**src/rtl/mw_pkg.sv**
```systemverilog
package mw_pkg;
  typedef enum logic [1:0] {
    ST_IDLE = 2'd0,
    ST_LOW  = 2'd1,
    ST_HIGH = 2'd2,
    ST_POLL = 2'd3
  } mw_state_e;
endpackage

```
**src/rtl/mw_tick_gen.sv**
```systemverilog
// Half-period pacing: pulses once every HALF_CYC enabled cycles.
module mw_tick_gen #(
  parameter int HALF_CYC = 4
) (
  input  logic clk,
  input  logic rst,
  input  logic en,
  output logic tick
);
  localparam int CW = (HALF_CYC > 1) ? $clog2(HALF_CYC) : 1;

  logic [CW-1:0] cnt;

  assign tick = en && (cnt == CW'(HALF_CYC - 1));

  always_ff @(posedge clk) begin
    if (rst || !en || tick) cnt <= '0;
    else                    cnt <= cnt + CW'(1);
  end
endmodule

```
**src/rtl/mw_capture.sv**
```systemverilog
// Returned-bit shift register; only W-1 bits need storing because at most
// W shifts happen between clears and the newest bit arrives on din.
module mw_capture #(
  parameter int W = 27
) (
  input  logic         clk,
  input  logic         rst,
  input  logic         clr,
  input  logic         shift,
  input  logic         din,
  output logic [W-1:0] nxt
);
  logic [W-2:0] q;

  assign nxt = {q, din};

  always_ff @(posedge clk) begin
    if (rst || clr) q <= '0;
    else if (shift) q <= nxt[W-2:0];
  end
endmodule

```
**src/rtl/mw_poll_ctr.sv**
```systemverilog
// Counts ready-poll samples that read 0; flags the final allowed sample.
module mw_poll_ctr #(
  parameter int LIMIT = 10000,
  parameter int CW    = 14
) (
  input  logic          clk,
  input  logic          rst,
  input  logic          clr,
  input  logic          inc,
  output logic [CW-1:0] cnt,
  output logic          last
);
  assign last = (cnt == CW'(LIMIT - 1));

  always_ff @(posedge clk) begin
    if (rst || clr) cnt <= '0;
    else if (inc)   cnt <= cnt + CW'(1);
  end
endmodule

```
**src/rtl/mw_cmd_engine.sv**
```systemverilog
module mw_cmd_engine
  import mw_pkg::*;
#(
  parameter int HALF_CYC   = 4,
  parameter int MAX_LEN    = 27,
  parameter int POLL_LIMIT = 10000,
  localparam int LEN_W     = $clog2(MAX_LEN + 1),
  localparam int PC_W      = $clog2(POLL_LIMIT + 1)
) (
  input  logic               clk,
  input  logic               rst,
  input  logic               start,
  input  logic               poll_mode,
  input  logic [MAX_LEN-1:0] cmd_word,
  input  logic [LEN_W-1:0]   cmd_len,
  output logic               busy,
  output logic               done,
  output logic [MAX_LEN-1:0] rdata,
  output logic [PC_W-1:0]    poll_count,
  output logic               poll_timeout,
  output logic               mw_cs,
  output logic               mw_sk,
  output logic               mw_di,
  input  logic               mw_do
);
  mw_state_e          state;
  logic [MAX_LEN-1:0] cmd_q;
  logic [LEN_W-1:0]   bidx;
  logic               tick;
  logic               accept;
  logic               cap_shift;
  logic [MAX_LEN-1:0] cap_nxt;
  logic [PC_W-1:0]    pcnt;
  logic               plast;
  logic               pinc;

  assign accept    = (state == ST_IDLE) && start;
  assign cap_shift = (state == ST_HIGH) && tick;
  assign pinc      = (state == ST_POLL) && tick && !mw_do && !plast;

  mw_tick_gen #(.HALF_CYC(HALF_CYC)) u_tick (
    .clk  (clk),
    .rst  (rst),
    .en   (state != ST_IDLE),
    .tick (tick)
  );

  mw_capture #(.W(MAX_LEN)) u_cap (
    .clk   (clk),
    .rst   (rst),
    .clr   (accept),
    .shift (cap_shift),
    .din   (mw_do),
    .nxt   (cap_nxt)
  );

  mw_poll_ctr #(.LIMIT(POLL_LIMIT), .CW(PC_W)) u_pctr (
    .clk  (clk),
    .rst  (rst),
    .clr  (accept),
    .inc  (pinc),
    .cnt  (pcnt),
    .last (plast)
  );

  always_ff @(posedge clk) begin
    if (rst) begin
      state        <= ST_IDLE;
      cmd_q        <= '0;
      bidx         <= '0;
      busy         <= 1'b0;
      done         <= 1'b0;
      rdata        <= '0;
      poll_count   <= '0;
      poll_timeout <= 1'b0;
      mw_cs        <= 1'b0;
      mw_sk        <= 1'b0;
      mw_di        <= 1'b0;
    end else begin
      done <= 1'b0;
      case (state)
        ST_IDLE: begin
          if (start) begin
            busy  <= 1'b1;
            mw_cs <= 1'b1;
            mw_sk <= 1'b0;
            if (poll_mode) begin
              state <= ST_POLL;
              mw_di <= 1'b0;
            end else begin
              state <= ST_LOW;
              cmd_q <= cmd_word;
              bidx  <= cmd_len - LEN_W'(1);
              mw_di <= cmd_word[cmd_len - LEN_W'(1)];
            end
          end
        end
        ST_LOW: begin
          if (tick) begin
            state <= ST_HIGH;
            mw_sk <= 1'b1;
          end
        end
        ST_HIGH: begin
          if (tick) begin
            if (bidx == '0) begin
              state <= ST_IDLE;
              rdata <= cap_nxt;
              busy  <= 1'b0;
              done  <= 1'b1;
              mw_cs <= 1'b0;
              mw_sk <= 1'b0;
              mw_di <= 1'b0;
            end else begin
              state <= ST_LOW;
              mw_sk <= 1'b0;
              bidx  <= bidx - LEN_W'(1);
              mw_di <= cmd_q[bidx - LEN_W'(1)];
            end
          end
        end
        ST_POLL: begin
          if (tick && (mw_do || plast)) begin
            state        <= ST_IDLE;
            busy         <= 1'b0;
            done         <= 1'b1;
            mw_cs        <= 1'b0;
            poll_timeout <= !mw_do;
            poll_count   <= mw_do ? pcnt : PC_W'(POLL_LIMIT);
          end
        end
        default: state <= ST_IDLE;
      endcase
    end
  end
endmodule

```
**config.mk**
```make
export PLATFORM = sky130hd
export DESIGN_NAME = mw_cmd_engine
export DESIGN_NICKNAME = d
export VERILOG_FILES = /design/src/rtl/mw_pkg.sv /design/src/rtl/mw_tick_gen.sv /design/src/rtl/mw_capture.sv /design/src/rtl/mw_poll_ctr.sv /design/src/rtl/mw_cmd_engine.sv
export SDC_FILE = /design/constraint.sdc
export NUM_CORES = 1
export LEC_CHECK = 0
export BUFFER_PORTS_ARGS = -buffer_cell sky130_fd_sc_hd__clkbuf_2
export CORE_ASPECT_RATIO = 0.5
export CORE_UTILIZATION = 51
export CTS_CLUSTER_DIAMETER = 120
export DETAILED_ROUTE_END_ITERATION = 7
export PLACE_DENSITY = 0.88
export SYNTH_ARGS = -nofsm -noshare
export SYNTH_HDL_FRONTEND = slang
export SYNTH_SLANG_ARGS = --single-unit
export TNS_END_PERCENT = 20
```
**constraint.sdc**
```tcl
create_clock -name clk -period 1.98 [get_ports clk]
set_input_delay 0.099 -clock clk [delete_from_list [all_inputs] [get_ports clk]]
set_output_delay 0.099 -clock clk [all_outputs]
set_load 0.02 [all_outputs]
```
==> run summary, run 1 <==
Netlist Area Pre-Place: 5189 sq um
sequential power share: 39.7%
Setup crit end kind: flip-flop
vias in the first global route: 4,427
LEAKAGE: 2.622 nW
Final Critical Period: 1.907 ns
fillers: 720
Combinational Power Share: 8.2%
Mean Syn Cell Area: 8.382 sq um
Longest Clk Path Bufs: 2
Fin. Hold Viols: 0
Period Utilization, post-route: 96.32%
WL per Instance: 14.96 microns
CTS sink count: 122
dpl ws: 0.02354 ns
final WL: 13.21 mm
CP Data Arrival Time: 2.24 ns
setup ws final: 0.07296 ns
first-pass GRT wire length: 21.01 mm
Multi-input gate area: 2557 sq um
final setup violation count: 0
worst min path class: input port to flip-flop
Setup Crit Path Kind: flip-flop to flip-flop
GR Util All Layers: 26.27%
Clock transition at path regs: 0.06 ns
critical path required time: 2.31 ns
#FFs+latches synth: 122
Detailed Route Iter0 Violations: 360
outcome: finished, final reports clean
Die Y: 73.33 microns
initial antenna violation count: 0
CP Launch Type: flip-flop
Area Growth Syn to Fin: 30.36%
clk_skew: 0.01007 ns
area post-placement: 5811 sq um
Sw Ratio: 23.15%
worst-path fanout max: 27
share of layout cells above drive strength 1: 22.99%
Post-synth EDFFs: 0
Syn. warnings: 0
Placed Cells incl. Taps: 822
Non-Filler Instances: 883
VDD IR max: 0.7859 mV
Rows: 25
CTS Buf Count: 17
IO Count: 84
final slew viol count: 0
Register Area: 2442 sq um
final HPWL from detailed placement: 8.260 mm
internal power: 4.887 mW
Core Region: 9666 sq um
DRC viols: 0
Die Span X: 144.6 microns
Nets: 776
clock power share: 52.1%
largest net degree at the start of global routing: 54
maxcap violations: 0
max frequency: 0.5244 GHz
sequential area share after synthesis: 47.07%
CTS tree: yes
number of iterations in the first detailed-routing pass: 7
H-tree depth: 4
CTS root buf: clkbuf_16
Port Buffers: 83
Power Dens Cells: 940.2 nW/um^2
Post-synth ARST share: 0%
worst skew pair latency: 0.42 ns
Design Area, Final: 6764 sq um
DRT antenna net count: 0
via count: 4,778
Via density: 5.411
Initial Util: 53.68%
ANT cells: 0
synth unique cells: 52
Syn Nets: 660
synthesized netlist cell count: 619
worst-margin pin slew: 0.6322 ns
total grt overflow: 0
NetSw: 1.473 mW
routability cong.: 0.8887
prevailing post-synth register cell: dfxtp_1
Worst slew margin: 57.55%
DIE AREA: 10,610 sq um
[Yosys cell counts, types with 3 or more instances]
cell type  count  area [sq um]
nor3_1        10         50.05
nand2b_1       3         18.77
mux4_2        12         270.3
a31oi_1        4         25.02
ha_1           4         50.05
a211oi_1       4         30.03
mux2i_1       11         110.1
a22oi_1        9         67.56
nor2_1        42         157.7
xor2_1         6         52.55
nand3_1        8         40.04
and2_1         5         31.28
buf_2         11         55.05
nand2_1      181         679.4
clkbuf_1      23         86.33
inv_1          8         30.03
buf_4          3         22.52
xnor2_1       12         105.1
nor3_2         3         30.03
a21oi_1       86         430.4
dfxtp_1      122          2442
buf_1          3         11.26
o21ai_0        9         45.04
[timing repair]
item | 4_1_cts | 5_1_grt
endpoints found under the setup margin | 1 | 40
gates resized for setup | 1 | 6
pin swaps | 0 | 1
endpoints found under the hold margin | 30 | 0
hold buffers | 29 | 0
buffers inserted | 0 | 0
[placed cells by master, fill, tap and decap left out, types with 4 or more instances in the layout]
master         synthesis  layout
a211oi_1               4       4
a21oi_1               86      86
a22oi_1                9       9
a31oi_1                4       4
and2_1                 5       5
buf_4                  3      24
bufinv_16              0       4
clkbuf_16              0      17
clkbuf_2               0      83
clkinv_4               0       4
dfxtp_1              122     122
dlygate4sd3_1          0      29
inv_1                  8       8
mux2i_1               11      11
mux4_2                12      12
nand2_1              181     179
nand3_1                8       8
nor2_1                42      42
nor3_1                10      10
o21ai_0                9       9
xnor2_1               12      12
xor2_1                 6       6
[layer usage]
metal  track usage (%)  vias up  share of wire [%]  wire [microns]
met5                 0        -                  0               0
met4             11.58        0                2.0             267
met3             6.649       25                6.2             813
met2             44.55      182                 49            6519
met1             32.02     2246                 42            5610
li1                  -     2325                  -               -
[power by group through the flow]
stage	Clock (mW)	Combinational (mW)	Sequential, mW
global route	3.47	0.565	2.53
finish	3.31	0.522	2.52
CTS	3.35	0.500	2.52
floorplan	0	0.297	2.57
detailed placement	0	0.449	2.57
global placement	0	0.441	2.57
[area by class of cell]
type,count,area share [%]
multi-input combinational,447,37.81
sequential,122,36.11
timing repair buffer,138,13.69
clock buffer,19,6.548
clock inverter,13,2.849
tap,135,2.497
inverter,9,0.4994
[sequential cells by signal, indices dropped and copies added (netlist names)]
register,cells
cmd_q,27
bidx,5
mw_di,1
u_pctr.cnt,14
done,1
u_cap.q,26
mw_sk,1
state,2
poll_count,14
u_tick.cnt,2
poll_timeout,1
rdata,27
mw_cs,1
[path summary, 6_finish.rpt]
check	startpoint	end	slack, ns	depth (start not counted)
setup / recovery	bidx[0]	rdata[7]	0.07	7
hold / removal	rst	mw_cs	0.02	2
setup reg to reg	bidx[0]	rdata[7]	0.07	7
hold reg to reg	u_tick.cnt[0]	u_tick.cnt[0]	0.44	1
[logic make-up after synthesis]
group                      after synthesis  synth area share (%)
DFF                                    122                 47.07
buffers and inverters                   50                 4.244
and+or+nand+nor                        277                 23.73
muxes                                   24                 7.548
adders and majority gates                4                0.9646
AOI/OAI and AO/OA                      124                 13.41
xor gates and xnor gates                18                 3.038
[stage by stage]
step | total power [mW] | hold WS (ns) | util [%] | setup TNS [ns]
after floorplan | 2.866 | 0.2315 | - | 0
after global placement | 3.012 | 0.3353 | 60.12 | 0
after detailed placement | 3.023 | 0.3415 | 60.12 | 0
after CTS | 6.371 | 0.006636 | 69.75 | 0
after global routing | 6.558 | 0.02894 | 69.98 | -0.01268
final | 6.359 | 0.02407 | 69.98 | 0
[worst max-delay path, cell delays in order, from the launching register on]
cell and delay (ns):
dfxtp_1 0.31, inv_1 0.14, ha_4 0.18, or4b_1 0.55
nor2_2 0.18, buf_12 0.18, nand2_1 0.08, a21oi_1 0.18
No activity file was read; power rests on OpenSTA's default activity.
==> run 2: changes to the inputs <==
--- a/config.mk
+++ b/config.mk
@@ -13,5 +13,6 @@
 export PLACE_DENSITY = 0.88
 export SYNTH_ARGS = -nofsm -noshare
 export SYNTH_HDL_FRONTEND = slang
+export SYNTH_HIERARCHICAL = 1
 export SYNTH_SLANG_ARGS = --single-unit
 export TNS_END_PERCENT = 20
==> run 2 against run 1 <==
  * Clock power up 2%
  * Sequential cell count unchanged
  * Wire length up 30%
  * Design area up 5.2%
  * Sequential power about the same
  * Register-to-register slack worse by 0.26 ns
  * The flow now finishes with violations (setup timing)
  * Largest power group unchanged
  * Fmax down 12%
==> run summary, run 2 <==
Via density: 6.069
worst min path class: input port to flip-flop
routability cong.: 0.9659
r2r startpoint: u_tick/cnt[0]
WL per Instance: 19.36 microns
Yosys top cell area share: 46.10%
Final Critical Period: 2.164 ns
DRT antenna net count: 0
worst-path fanout max: 8
Nets: 780
Area Growth Syn to Fin: 34.27%
Fin. Hold Viols: 0
reg2reg setup slack: -0.18 ns
dpl ws: -0.02423 ns
failing checks: setup timing
vias in the first global route: 5,108
CTS Buf Count: 17
met3 GRT Util: 8.896%
Mean Syn Cell Area: 8.771 sq um
largest net degree at the start of global routing: 33
Sw Ratio: 25.21%
prevailing post-synth register cell: dfxtp_1
number of iterations in the first detailed-routing pass: 6
Initial Util: 54.28%
clock power share: 51.4%
Worst slew margin: 48.86%
worst skew pair latency: 0.41 ns
GR Util All Layers: 29.85%
Post-synth EDFFs: 0
initial antenna violation count: 1
Worst Reg-to-Reg Cells: 7
CTS sink count: 122
critical path required time: 2.30 ns
Syn Nets: 645
worst hold slack: 0.04534 ns
final HPWL from detailed placement: 8.959 mm
RSZ-0062 raised after global routing: yes
Netlist Area Pre-Place: 5298 sq um
CP Launch Type: flip-flop
Detailed Route Iter0 Violations: 707
DRC viols: 0
Post-synth top cells: nand2_1, dfxtp_1, a21oi_1
DIE AREA: 10,820 sq um
Multi-input gate area: 2765 sq um
fillers: 657
via count: 5,389
final core occ: 72.88%
Yosys top cell by area: dfxtp_1
synth unique cells: 57
hold path cells: 3
outcome: finished with violations
CTS root buf: clkbuf_16
Core Region: 9759 sq um
Setup crit end kind: flip-flop
busiest metal layer after global routing: met2
Die Y: 74.07 microns
Placed Cells incl. Taps: 822
final slew viol count: 0
VDD IR max: 0.6923 mV
Non-Filler Instances: 888
NetSw: 1.652 mW
Die Span X: 146.1 microns
Post-synth ARST share: 0%
H-tree depth: 4
most common cell after layout, fill and taps aside: nand2_1
IO Count: 84
commonest non-fill, non-tap cells in the layout: nand2_1, dfxtp_1, clkbuf_2
top cells by area, synth: dfxtp_1, nand2_1, mux2i_1, a21oi_1, nor2_1
Combinational Power Share: 9.8%
total grt overflow: 0
Critical R2R Capture: u_pctr/cnt[13]
worst-margin pin slew: 0.7671 ns
Period Utilization, post-route: 109.3%
Rows: 25
setup ws final: -0.1842 ns
biggest regs: cmd_q: 27 flops, rdata: 27 flops, u_cap/q: 26 flops
sequential area share after synthesis: 46.10%
internal power: 4.901 mW
LEAKAGE: 2.707 nW
Syn. warnings: 6
final WL: 17.19 mm
hold wc startpoint: poll_mode
Hold Path Sink: state[1]
CTS tree: yes
share of layout cells above drive strength 1: 26.99%
sequential power share: 38.8%
Power Dens Cells: 921.3 nW/um^2
Longest Clk Path Bufs: 2
synthesized netlist cell count: 604
count leader, synth: nand2_1
PnR Total Power: 6.553 mW
Setup Crit Path Kind: flip-flop to flip-flop
Port Buffers: 83
maxcap violations: 0
Clock transition at path regs: 0.06 ns
first-pass GRT wire length: 24.98 mm
global routing usage on met2: 49.31%
max frequency: 0.4621 GHz
Register Area: 2449 sq um
final setup violation count: 15
clk_skew: 0.008815 ns
M1 GR Usage: 33.58%
#FFs+latches synth: 122
CP Data Arrival Time: 2.48 ns
run 2: power by group through the flow:
| stage | Sequential, mW | Combinational [mW] | Clock, mW |
|---|---|---|---|
| floorplan | 2.58 | 0.357 | 0 |
| global placement | 2.58 | 0.496 | 0 |
| detailed placement | 2.58 | 0.514 | 0 |
| CTS | 2.53 | 0.572 | 3.37 |
| global route | 2.54 | 0.677 | 3.50 |
| finish | 2.54 | 0.643 | 3.37 |
run 2: worst max path at each step:
stage	end	depth (start not counted)	start	slack, ns
5_1_grt	u_pctr/cnt[13]	6	u_pctr/cnt[9]	-0.34
3_5_place_dp	mw_di	8	bidx[1]	-0.02
2_1_floorplan	mw_di	10	bidx[0]	-0.05
4_1_cts	u_pctr/cnt[4]	9	u_pctr/cnt[1]	-0.02
3_3_place_gp	poll_count[0]	5	u_pctr/cnt[4]	0.08
6_report	u_pctr/cnt[13]	7	u_tick/cnt[0]	-0.18
run 2: stage by stage:
stage / TNS [ns] / instance area (sq um)
global placement: 0 / 6022
global route: -3.124 / 7113
detailed placement: -0.03099 / 6022
finish: -1.100 / 7113
CTS: -0.06514 / 6993
floorplan: -0.04743 / 5341
run 2: cells by family (layout without fill, tap and decap cells):
group	Yosys count	in the layout	share of synthesized area [%]
flip-flops	122	122	46.10
buffers and inverters	44	192	4.440
AO/OA/AOI/OAI	119	119	13.34
other	0	1	0
multiplexers	52	52	12.35
XOR/XNOR	9	9	1.630
adder cells (fa/ha/maj)	4	4	0.9448
AND/OR/NAND/NOR	254	254	21.19
run 2: worst max-delay path, stage by stage (launching register included):
cell and delay (ns):
dfxtp_2 0.33, ha_2 0.20, and2_4 0.16, nand3_2 0.11, nor3_4 0.39, nand3_2 0.20, nor4_2 0.38, mux2i_1 0.30
run 2: layout make-up:
type	instances	share of cell area, %
multi-input combinational	438	38.87
inverter	8	0.4398
clock buffer	17	5.981
tap	135	2.375
antenna	1	0.03518
timing repair buffer	152	14.86
clock inverter	15	3.008
sequential	122	34.42
run 2: routing by layer:
metal	up-vias	share of wire (%)	routed length [microns]
met4	0	6.9	1192
li1	2375	-	-
met1	2498	39	6636
met2	382	45	7789
met3	134	9.2	1574
met5	-	0	0
run 2: timing repair:
| action | CTS | global route |
|---|---|---|
| hold endpoints to repair | 28 | 0 |
| pin swaps | 3 | 13 |
| hold buffers | 28 | 0 |
| setup endpoints to repair | 16 | 39 |
| buffers inserted | 2 | 4 |
| gates resized for setup | 8 | 23 |
==> run 3: changes to the inputs <==
--- a/config.mk
+++ b/config.mk
@@ -7,12 +7,12 @@
 export LEC_CHECK = 0
 export BUFFER_PORTS_ARGS = -buffer_cell sky130_fd_sc_hd__clkbuf_2
 export CORE_ASPECT_RATIO = 0.5
+export CORE_MARGIN = 3
 export CORE_UTILIZATION = 51
 export CTS_CLUSTER_DIAMETER = 120
 export DETAILED_ROUTE_END_ITERATION = 7
 export PLACE_DENSITY = 0.88
 export SYNTH_ARGS = -nofsm -noshare
 export SYNTH_HDL_FRONTEND = slang
-export SYNTH_HIERARCHICAL = 1
 export SYNTH_SLANG_ARGS = --single-unit
 export TNS_END_PERCENT = 20
==> run 3 against run 2 <==
  * The flow now finishes without violations
  * Count of clock-buffer cells in the layout grew 3
  * Largest power group unchanged
  * Wire length is 19% lower
  * Critical path type unchanged
  * Non-clock buffer count shrank 16
  * Utilization down 2.9 points
  * Combinational power is 21% lower
==> run summary, run 3 (synthesis results as in run 1) <==
final slew viol count: 0
worst min path class: input port to flip-flop
IO Count: 84
Setup TNS Final: 0 ns
Non-Filler Instances: 882
Period Utilization, post-route: 98.26%
CTS root buf: clkbuf_16
most used cell, CP: nand2_1
first-pass GRT wire length: 22.83 mm
biggest regs: cmd_q: 27 flops, rdata: 27 flops, u_cap.q: 26 flops
number of iterations in the first detailed-routing pass: 5
DIE AREA: 11,490 sq um
Placed Cells incl. Taps: 821
largest net degree at the start of global routing: 33
via count: 4,803
met3 GRT Util: 5.844%
M1 GR Usage: 30.16%
LEAKAGE: 2.626 nW
Core Region: 9666 sq um
DRT antenna net count: 0
DRC viols: 0
CTS sink count: 122
worst-margin pin slew: 0.5358 ns
H-tree depth: 4
RSZ-0062 raised after global routing: yes
Via density: 5.446
VDD IR max: 0.6684 mV
Setup crit end kind: flip-flop
fillers: 700
worst skew pair latency: 0.41 ns
CP Launch Type: flip-flop
Rows: 25
routability cong.: 0.8836
final HPWL from detailed placement: 8.213 mm
max frequency: 0.5140 GHz
Final Critical Period: 1.946 ns
busiest metal layer after global routing: met2
ANT cells: 0
Area Growth Syn to Fin: 30.36%
hold wc startpoint: mw_do
final setup violation count: 0
CP bufs+invs: 1
crit path launch: bidx[0]
clk_skew: 0.009060 ns
Clock transition at path regs: 0.06 ns
commonest non-fill, non-tap cells in the layout: nand2_1, dfxtp_1, a21oi_1
family with the most delay on the worst path: simple AND/OR/NAND/NOR gates
maxcap violations: 0
most common cell after layout, fill and taps aside: nand2_1
Worst slew margin: 64.02%
outcome: finished, final reports clean
CP Data Arrival Time: 2.29 ns
Max stage delay cell, worst path: or3b_1
critical path required time: 2.32 ns
total grt overflow: 0
worst hold slack: 0.01433 ns
Die Y: 77.33 microns
Nets: 775
CTS Buf Count: 17
worst-path fanout max: 5
Detailed Route Iter0 Violations: 345
Die Span X: 148.6 microns
r2r startpoint: bidx[0]
global routing usage on met2: 41.06%
Fin. Hold Viols: 0
Power Dens Cells: 964.5 nW/um^2
CP Cell Sequence: inv_1 > ha_2 > or3b_1 > nor2_2 > nand2_1 > o22ai_1 > nand2_1 > a21oi_1
share of layout cells above drive strength 1: 22.89%
Longest Clk Path Bufs: 2
CTS tree: yes
WL per Instance: 15.69 microns
Setup Crit Path Kind: flip-flop to flip-flop
final WL: 13.84 mm
vias in the first global route: 4,720
initial antenna violation count: 0
Initial Util: 53.68%
Critical Path Max Stage Delay: 0.41 ns
GR Util All Layers: 24.63%
PnR Total Power: 6.524 mW
Port Buffers: 83
-- run 3: cell types whose count changed in the layout (fill, tap and decap cells not counted), moves of 5 or more --
cell     previous run  this run
a21oi_1            66        86
buf_4              36        24
dfxtp_1           117       122
dfxtp_2             5         0
mux2i_1            41        11
nand2_1           133       180
nor2_1             61        41
nor3_1              3        10
o21ai_0            14         9
o22ai_1             6         1
or3_1               7         1
xnor2_1             5        12
-- run 3: repair_timing --
action | in CTS | in global routing
hold buffers | 28 | 0
endpoints found under the setup margin | 1 | 49
pin swaps | 0 | 1
resized for setup | 1 | 5
hold endpoints to repair | 28 | 0
setup buffers | 0 | 0
gates cloned | 0 | 1
-- run 3: path summary, 6_finish.rpt --
check	endpoint	slack, ns	cells past startpoint
max	bidx[4]	0.03	8
min	rdata[0]	0.01	3
max reg2reg	bidx[4]	0.03	8
min reg2reg	u_tick.cnt[0]	0.43	1
-- run 3: through the flow --
| step | utilization [%] | area [sq um] | setup slack [ns] |
|---|---|---|---|
| final | 69.98 | 6764 | 0.03446 |
| after global routing | 69.98 | 6764 | -0.09327 |
| after CTS | 69.73 | 6740 | 0.01111 |
| after detailed placement | 59.91 | 5791 | -0.009408 |
| after global placement | 59.91 | 5791 | 0.08803 |
| after floorplan | - | 5190 | 0.009697 |
-- run 3: tightest hold or removal path: cells and delay by family --
kind / cells / cell delay, ns
compound gates: 1 / 0.05
simple gates: 1 / 0.08
buf+inv: 1 / 0.15
-- run 3: final cells by class --
class,instances,area (sq um),share of cell area [%]
Timing Repair Buffer,136,895.9,13.24
Sequential cell,122,2442,36.11
Tap cell,135,168.9,2.497
Clock buffer,20,456.7,6.752
Multi-Input combinational cell,448,2556,37.79
Clock inverter,12,210.2,3.108
Inverter,9,33.78,0.4994
-- run 3: metal layers --
metal	wire [microns]	share of wire (%)
met2	6658	48
met5	0	0
met1	5977	43
met4	361	2.6
met3	842	6.1
-- run 3: where the power goes --
part,switching [mW],internal (mW)
combinational,0.286,0.224
sequential,0.0268,2.50
clock,1.17,2.32
